===== config.mk =====
export PLATFORM = sky130hd
export DESIGN_NAME = nca_alu
export DESIGN_NICKNAME = d
export VERILOG_FILES = /design/src/rtl/nca_pkg.sv /design/src/rtl/nca_arith.sv /design/src/rtl/nca_logic.sv /design/src/rtl/nca_flagreg.sv /design/src/rtl/nca_alu.sv
export SDC_FILE = /design/constraint.sdc
export NUM_CORES = 1
export LEC_CHECK = 0
export ABC_AREA = 1
export BUFFER_PORTS_ARGS = -buffer_cell sky130_fd_sc_hd__clkbuf_2
export CAP_MARGIN = 20
export CORE_MARGIN = 3
export CORE_UTILIZATION = 35
export DETAILED_ROUTE_END_ITERATION = 10
export HOLD_SLACK_MARGIN = 0.08
export SETUP_SLACK_MARGIN = 0.05
export SLEW_MARGIN = 40
export SYNTH_ARGS = -nofsm -noshare
export SYNTH_HDL_FRONTEND = slang
export SYNTH_HIERARCHICAL = 1
export SYNTH_SLANG_ARGS = --single-unit

===== constraint.sdc =====
create_clock -name clk -period 6.51 [get_ports clk]
set_input_delay 0.651 -clock clk [delete_from_list [all_inputs] [get_ports clk]]
set_output_delay 0.651 -clock clk [all_outputs]
set_load 0.01 [all_outputs]

===== src/rtl/nca_pkg.sv =====
package nca_pkg;

  typedef enum logic [3:0] {
    OP_ADD  = 4'd0,
    OP_INC  = 4'd1,
    OP_SUB  = 4'd2,
    OP_DEC  = 4'd3,
    OP_AND  = 4'd4,
    OP_OR   = 4'd5,
    OP_XOR  = 4'd6,
    OP_NOT  = 4'd7,
    OP_SHL  = 4'd8,
    OP_SHR  = 4'd9,
    OP_ROL  = 4'd10,
    OP_ROR  = 4'd11,
    OP_SWAP = 4'd12
  } nca_op_e;

  localparam int NFLAG = 7;
  localparam int FL_C  = 0;
  localparam int FL_QC = 1;
  localparam int FL_HC = 2;
  localparam int FL_TC = 3;
  localparam int FL_Z  = 4;
  localparam int FL_N  = 5;
  localparam int FL_O  = 6;

  localparam logic [NFLAG-1:0] FM_ALL  = 7'b111_1111;
  localparam logic [NFLAG-1:0] FM_Z    = 7'b001_0000;
  localparam logic [NFLAG-1:0] FM_CZ   = 7'b001_0001;
  localparam logic [NFLAG-1:0] FM_NONE = 7'b000_0000;

endpackage


===== src/rtl/nca_arith.sv =====
module nca_arith #(
  parameter int W = 16
) (
  input  logic [W-1:0] a,
  input  logic [W-1:0] b,
  input  logic         sub,
  output logic [W-1:0] sum,
  output logic [3:0]   seg_cy,
  output logic         ovf
);
  localparam int Q = W / 4;

  logic [W-1:0] b_eff;
  logic [4:0]   cy;

  assign b_eff = sub ? ~b : b;
  assign cy[0] = sub;

  genvar g;
  generate
    for (g = 0; g < 4; g++) begin : g_seg
      logic [Q:0] part;
      assign part = {1'b0, a[g*Q +: Q]} + {1'b0, b_eff[g*Q +: Q]} + {{Q{1'b0}}, cy[g]};
      assign sum[g*Q +: Q] = part[Q-1:0];
      assign cy[g+1]       = part[Q];
      // borrow is the inverted carry when subtracting
      assign seg_cy[g]     = cy[g+1] ^ sub;
    end
  endgenerate

  assign ovf = (a[W-1] == b_eff[W-1]) && (sum[W-1] != a[W-1]);

endmodule


===== src/rtl/nca_logic.sv =====
module nca_logic
  import nca_pkg::*;
#(
  parameter int W = 16
) (
  input  nca_op_e      op,
  input  logic [W-1:0] a,
  input  logic [W-1:0] b,
  input  logic         cin,
  output logic [W-1:0] res,
  output logic         cout
);
  localparam int H = W / 2;

  always_comb begin
    cout = cin;
    unique case (op)
      OP_AND:  res = a & b;
      OP_OR:   res = a | b;
      OP_XOR:  res = a ^ b;
      OP_NOT:  res = ~a;
      OP_SHL: begin
        res  = {a[W-2:0], cin};
        cout = a[W-1];
      end
      OP_SHR: begin
        res  = {cin, a[W-1:1]};
        cout = a[0];
      end
      OP_ROL:  res = {a[W-2:0], a[W-1]};
      OP_ROR:  res = {a[0], a[W-1:1]};
      OP_SWAP: res = {a[H-1:0], a[W-1:H]};
      default: res = a;
    endcase
  end

endmodule


===== src/rtl/nca_flagreg.sv =====
module nca_flagreg #(
  parameter int NF = 7
) (
  input  logic          clk,
  input  logic          rst,
  input  logic [NF-1:0] wr,
  input  logic [NF-1:0] nxt,
  output logic [NF-1:0] q
);

  always_ff @(posedge clk) begin
    if (rst) q <= '0;
    else     q <= (q & ~wr) | (nxt & wr);
  end

  genvar i;
  generate
    for (i = 0; i < NF; i++) begin : g_chk
      AST_FLAG_MASKED: assert property (@(posedge clk) disable iff (rst)
        !wr[i] |=> $stable(q[i]));
    end
  endgenerate

endmodule


===== src/rtl/nca_alu.sv =====
module nca_alu
  import nca_pkg::*;
#(
  parameter int W = 16
) (
  input  logic             clk,
  input  logic             rst,
  input  logic             op_valid,
  input  logic [3:0]       op_sel,
  input  logic [W-1:0]     dst_val,
  input  logic [W-1:0]     src_val,
  output logic [W-1:0]     res_q,
  output logic             res_vld_q,
  output logic [NFLAG-1:0] flag_we_q,
  output logic [NFLAG-1:0] flags_q
);

  nca_op_e          op;
  logic             is_arith;
  logic             is_sub;
  logic [W-1:0]     operand;
  logic [NFLAG-1:0] mask;
  logic [NFLAG-1:0] wr;
  logic [NFLAG-1:0] nf;
  logic [W-1:0]     a_sum;
  logic [3:0]       a_cy;
  logic             a_ovf;
  logic [W-1:0]     l_res;
  logic             l_cout;
  logic [W-1:0]     res;

  assign op = nca_op_e'(op_sel);

  always_comb begin
    is_arith = 1'b0;
    is_sub   = 1'b0;
    operand  = src_val;
    unique case (op)
      OP_ADD: begin is_arith = 1'b1; mask = FM_ALL; end
      OP_INC: begin is_arith = 1'b1; operand = W'(1); mask = FM_ALL; end
      OP_SUB: begin is_arith = 1'b1; is_sub = 1'b1; mask = FM_ALL; end
      OP_DEC: begin is_arith = 1'b1; is_sub = 1'b1; operand = W'(1); mask = FM_ALL; end
      OP_AND, OP_OR, OP_XOR, OP_NOT: mask = FM_Z;
      OP_SHL, OP_SHR:                mask = FM_CZ;
      default:                       mask = FM_NONE;
    endcase
  end

  nca_arith #(.W(W)) u_arith (
    .a      (dst_val),
    .b      (operand),
    .sub    (is_sub),
    .sum    (a_sum),
    .seg_cy (a_cy),
    .ovf    (a_ovf)
  );

  nca_logic #(.W(W)) u_logic (
    .op   (op),
    .a    (dst_val),
    .b    (src_val),
    .cin  (flags_q[FL_C]),
    .res  (l_res),
    .cout (l_cout)
  );

  assign res = is_arith ? a_sum : l_res;

  always_comb begin
    nf        = '0;
    nf[FL_C]  = is_arith ? a_cy[3] : l_cout;
    nf[FL_QC] = a_cy[0];
    nf[FL_HC] = a_cy[1];
    nf[FL_TC] = a_cy[2];
    nf[FL_Z]  = (res == '0);
    nf[FL_N]  = res[W-1];
    nf[FL_O]  = a_ovf;
  end

  assign wr = op_valid ? mask : FM_NONE;

  nca_flagreg #(.NF(NFLAG)) u_flags (
    .clk (clk),
    .rst (rst),
    .wr  (wr),
    .nxt (nf),
    .q   (flags_q)
  );

  always_ff @(posedge clk) begin
    if (rst) begin
      res_q     <= '0;
      res_vld_q <= 1'b0;
      flag_we_q <= '0;
    end else begin
      res_vld_q <= op_valid;
      flag_we_q <= wr;
      if (op_valid) res_q <= res;
    end
  end

  AST_IDLE_HOLD: assert property (@(posedge clk) disable iff (rst)
    !op_valid |=> $stable(res_q) && $stable(flags_q) && !res_vld_q);
  AST_ARITH_N: assert property (@(posedge clk) disable iff (rst)
    op_valid && op_sel <= 4'd3 |=> flags_q[FL_N] == res_q[W-1]);
  AST_LOGIC_Z_ONLY: assert property (@(posedge clk) disable iff (rst)
    op_valid && op_sel >= 4'd4 && op_sel <= 4'd7
    |=> $stable(flags_q[3:0]) && $stable(flags_q[6:5]));
  AST_SHL_CARRY: assert property (@(posedge clk) disable iff (rst)
    op_valid && op_sel == 4'd8 |=> flags_q[FL_C] == $past(dst_val[W-1]));
  AST_SHL_FEED: assert property (@(posedge clk) disable iff (rst)
    op_valid && op_sel == 4'd8 |=> res_q[0] == $past(flags_q[FL_C]));
  AST_ROT_NO_FLAGS: assert property (@(posedge clk) disable iff (rst)
    op_valid && op_sel >= 4'd10 && op_sel <= 4'd12 |=> $stable(flags_q));
  AST_UNDEF_PASS: assert property (@(posedge clk) disable iff (rst)
    op_valid && op_sel > 4'd12 |=> $stable(flags_q) && res_q == $past(dst_val));

endmodule


==> summary.txt <==
GRT
  • Initial antenna violation count: 0
  • Largest net degree at the start of global routing: 36
  • Number of global-route vias before repair: 3987
  • Gr ovfl total: 0
  • GRT Overall Usage: 18.56%
  • First-pass GRT wire length: 19840 µm

Timing
  • Pins over their slew limit: 0
  • Final hold viol count: 0
  • Rel. slew slack: 46.81%
  • Maximum clock rate: 170.1 MHz
  • RSZ-0062 raised after global routing: false
  • Tcrit/Tclk final: 90.32%
  • Final hold slack: 489.3 ps
  • Final setup TNS: 0 ps
  • Fin crit period: 5880 ps
  • Final Skew: 1.220 ps
  • Slew @ Worst Pin: 794.8 ps
  • Setup violators final: 0

Synthesis
  • Yosys warns: 6
  • Average size of a mapped cell: 5.624 µm²
  • Flops & latches, synth: 27
  • Syn nets: 821
  • Syn Inst Count: 731
  • Seq/Total Area, Yosys: 13.15%
  • Mapped Area: 4111 µm²
  • Cell variety after synth: 28

Power and ir drop
  • P per Cell Area: 138.2 nW/µm²
  • Peak supply drop: 0.1175 mV
  • Total power: 0.6327 mW
  • Pleak: 2.760 nW

Clock tree
  • Total CTS buffers: 3
  • Clock Tree Buf Depth: 2
  • Setup bufs post-CTS: 0
  • Clk root buf: clkbuf_16
  • Hold-fix buffers, CTS: 0
  • Post-CTS Resized: 0
  • Clock sinks: 27
  • H-tree levels: 1
  • Clock Latency Late Sink: 260 ps
  • CTS clk-pin slew, worst paths: 60 ps
  • TritonCTS clock tree: done

Cells and area
  • Ant diodes: 0
  • Area taken by flip-flops and latches: 540.5 µm²
  • Fraction of layout cells with a size suffix above 1: 12.24%
  • Nets: 875
  • FILL cells: 1258
  • Final core utilization: 40.99%
  • Multi-input logic area: 2794 µm²
  • Area grow syn2layout: 11.38%

Detailed routing
  • ANT nets after route: 0
  • Vias per cell: 4.649
  • TritonRoute pass-1 iters: 5
  • Via count: 4296
  • WL/cell: 12.96 µm
  • Routed WL: 11980 µm
  • # DRC: 0
  • Initial DRC count: 304

Critical path
  • CP Capture Type: flip-flop
  • Critical path class: primary input to flip-flop
  • CP max stage delay: 410 ps
  • Crit path DAT: 6080 ps
  • Crit-path slowest cell: fa_1
  • Startpoint Class: primary input
  • Crit-path max FO: 11
  • CP Data Required Time: 6710 ps

Flow run
  • Max_cap viols: 0

Placement
  • Port Buffer Count: 69
  • Routability cong.: 0.9153
  • Hpwl dp: 9627 µm

Run status
  • Outcome: complete, no violations

Die
  • Row count: 38
  • Starting Density: 36.80%
  • Die width: 114.4 µm
  • Number of I/O pins: 70
  • Die area: 13080 µm²
  • Die height: 114.4 µm
  • Core Box Area: 11170 µm²

Min path
  • Worst hold path type: flip-flop to flip-flop
[synthesized netlist by cell type (all sizes together)]
library cell | number | area share [%]
clkbuf | 3 | 0.27
a21oi | 9 | 1.1
a21o | 1 | 0.18
or2 | 1 | 0.15
xor2 | 14 | 3.0
nand3 | 53 | 6.6
inv | 164 | 15
ha | 44 | 13
nand2 | 207 | 19
nor3 | 2 | 0.24
fa | 7 | 3.4
xnor2 | 7 | 1.5
nand4 | 4 | 0.61
o21ai | 55 | 6.7
nor2 | 106 | 11
dfxtp | 27 | 13
a22oi | 1 | 0.18
nand3b | 5 | 0.91
buf | 21 | 3.9
[report_power, final]
group          internal, mW  total [mW]  leakage [nW]  switching [mW]
combinational         0.112       0.310          2.50           0.199
sequential            0.178       0.185         0.223         0.00676
clock                0.0837       0.137        0.0382          0.0536
total                 0.373       0.633          2.76           0.259
[routing by layer]
metal  vias to the layer above  global-route usage, %  part of all wire (%)
li1                       2284                      -                     -
met1                      1891                  25.55                    46
met2                       105                  31.28                    47
met3                        16                  1.638                   5.2
met4                         0                  4.513                   2.1
met5                         -                      0                     0
[worst max-delay path: cells and delay by family]
family,cells,cell delay (ps)
compound gates,1,100
fa+ha+maj,7,2540
buf+inv,10,940
simple gates,18,1830
[worst paths after layout]
check	start	to	slack, ps	cells past startpoint
hold reg to reg	flip-flop	flip-flop	490	2
setup reg to reg	flip-flop	flip-flop	5050	15
setup / recovery	op_sel[2]	flip-flop	630	36
hold / removal	flip-flop	flip-flop	490	2
[final cells by class]
type,instances,area share [%]
tap,140,3.825
multi-input combinational,516,61.01
sequential,27,11.80
inverter,164,13.44
timing repair buffer,73,8.197
clock buffer,4,1.721
[cells by family (layout without fill, tap and decap cells)]
logic type                 after synthesis  count (layout)  share of synthesized area, %
AOI/OAI and AO/OA                       66              66                         8.156
xor gates and xnor gates                21              21                         4.474
adders and majority gates               51              51                         16.80
buffers and inverters                  188             241                         19.14
DFF                                     27              27                         13.15
and+or+nand+nor                        378             378                         38.28
[metrics by stage]
step / std cells / setup WS, ps / instance area, µm²
final: 924 / 629.9 / 4579
after global routing: 924 / 132.1 / 4579
after CTS: 924 / 626.4 / 4572
after detailed placement: 920 / 389.4 / 4493
after global placement: 920 / 528.3 / 4493
after floorplan: 731 / 1019 / 4111
[cells in the final DEF (no fill, tap or decap), types with 5 or more instances in the layout]
master,synthesis,layout
nand2_1,201,201
clkbuf_2,0,69
nor2_4,4,5
fa_1,7,7
a21oi_1,9,9
dfxtp_1,27,27
nor2_1,100,98
xor2_1,14,14
o21ai_1,13,13
nand3b_1,5,5
nand3_1,52,52
inv_1,160,160
xnor2_1,7,7
o21ai_0,42,42
nand2_2,6,6
ha_1,44,44
Power figures use the tool's default switching activity.
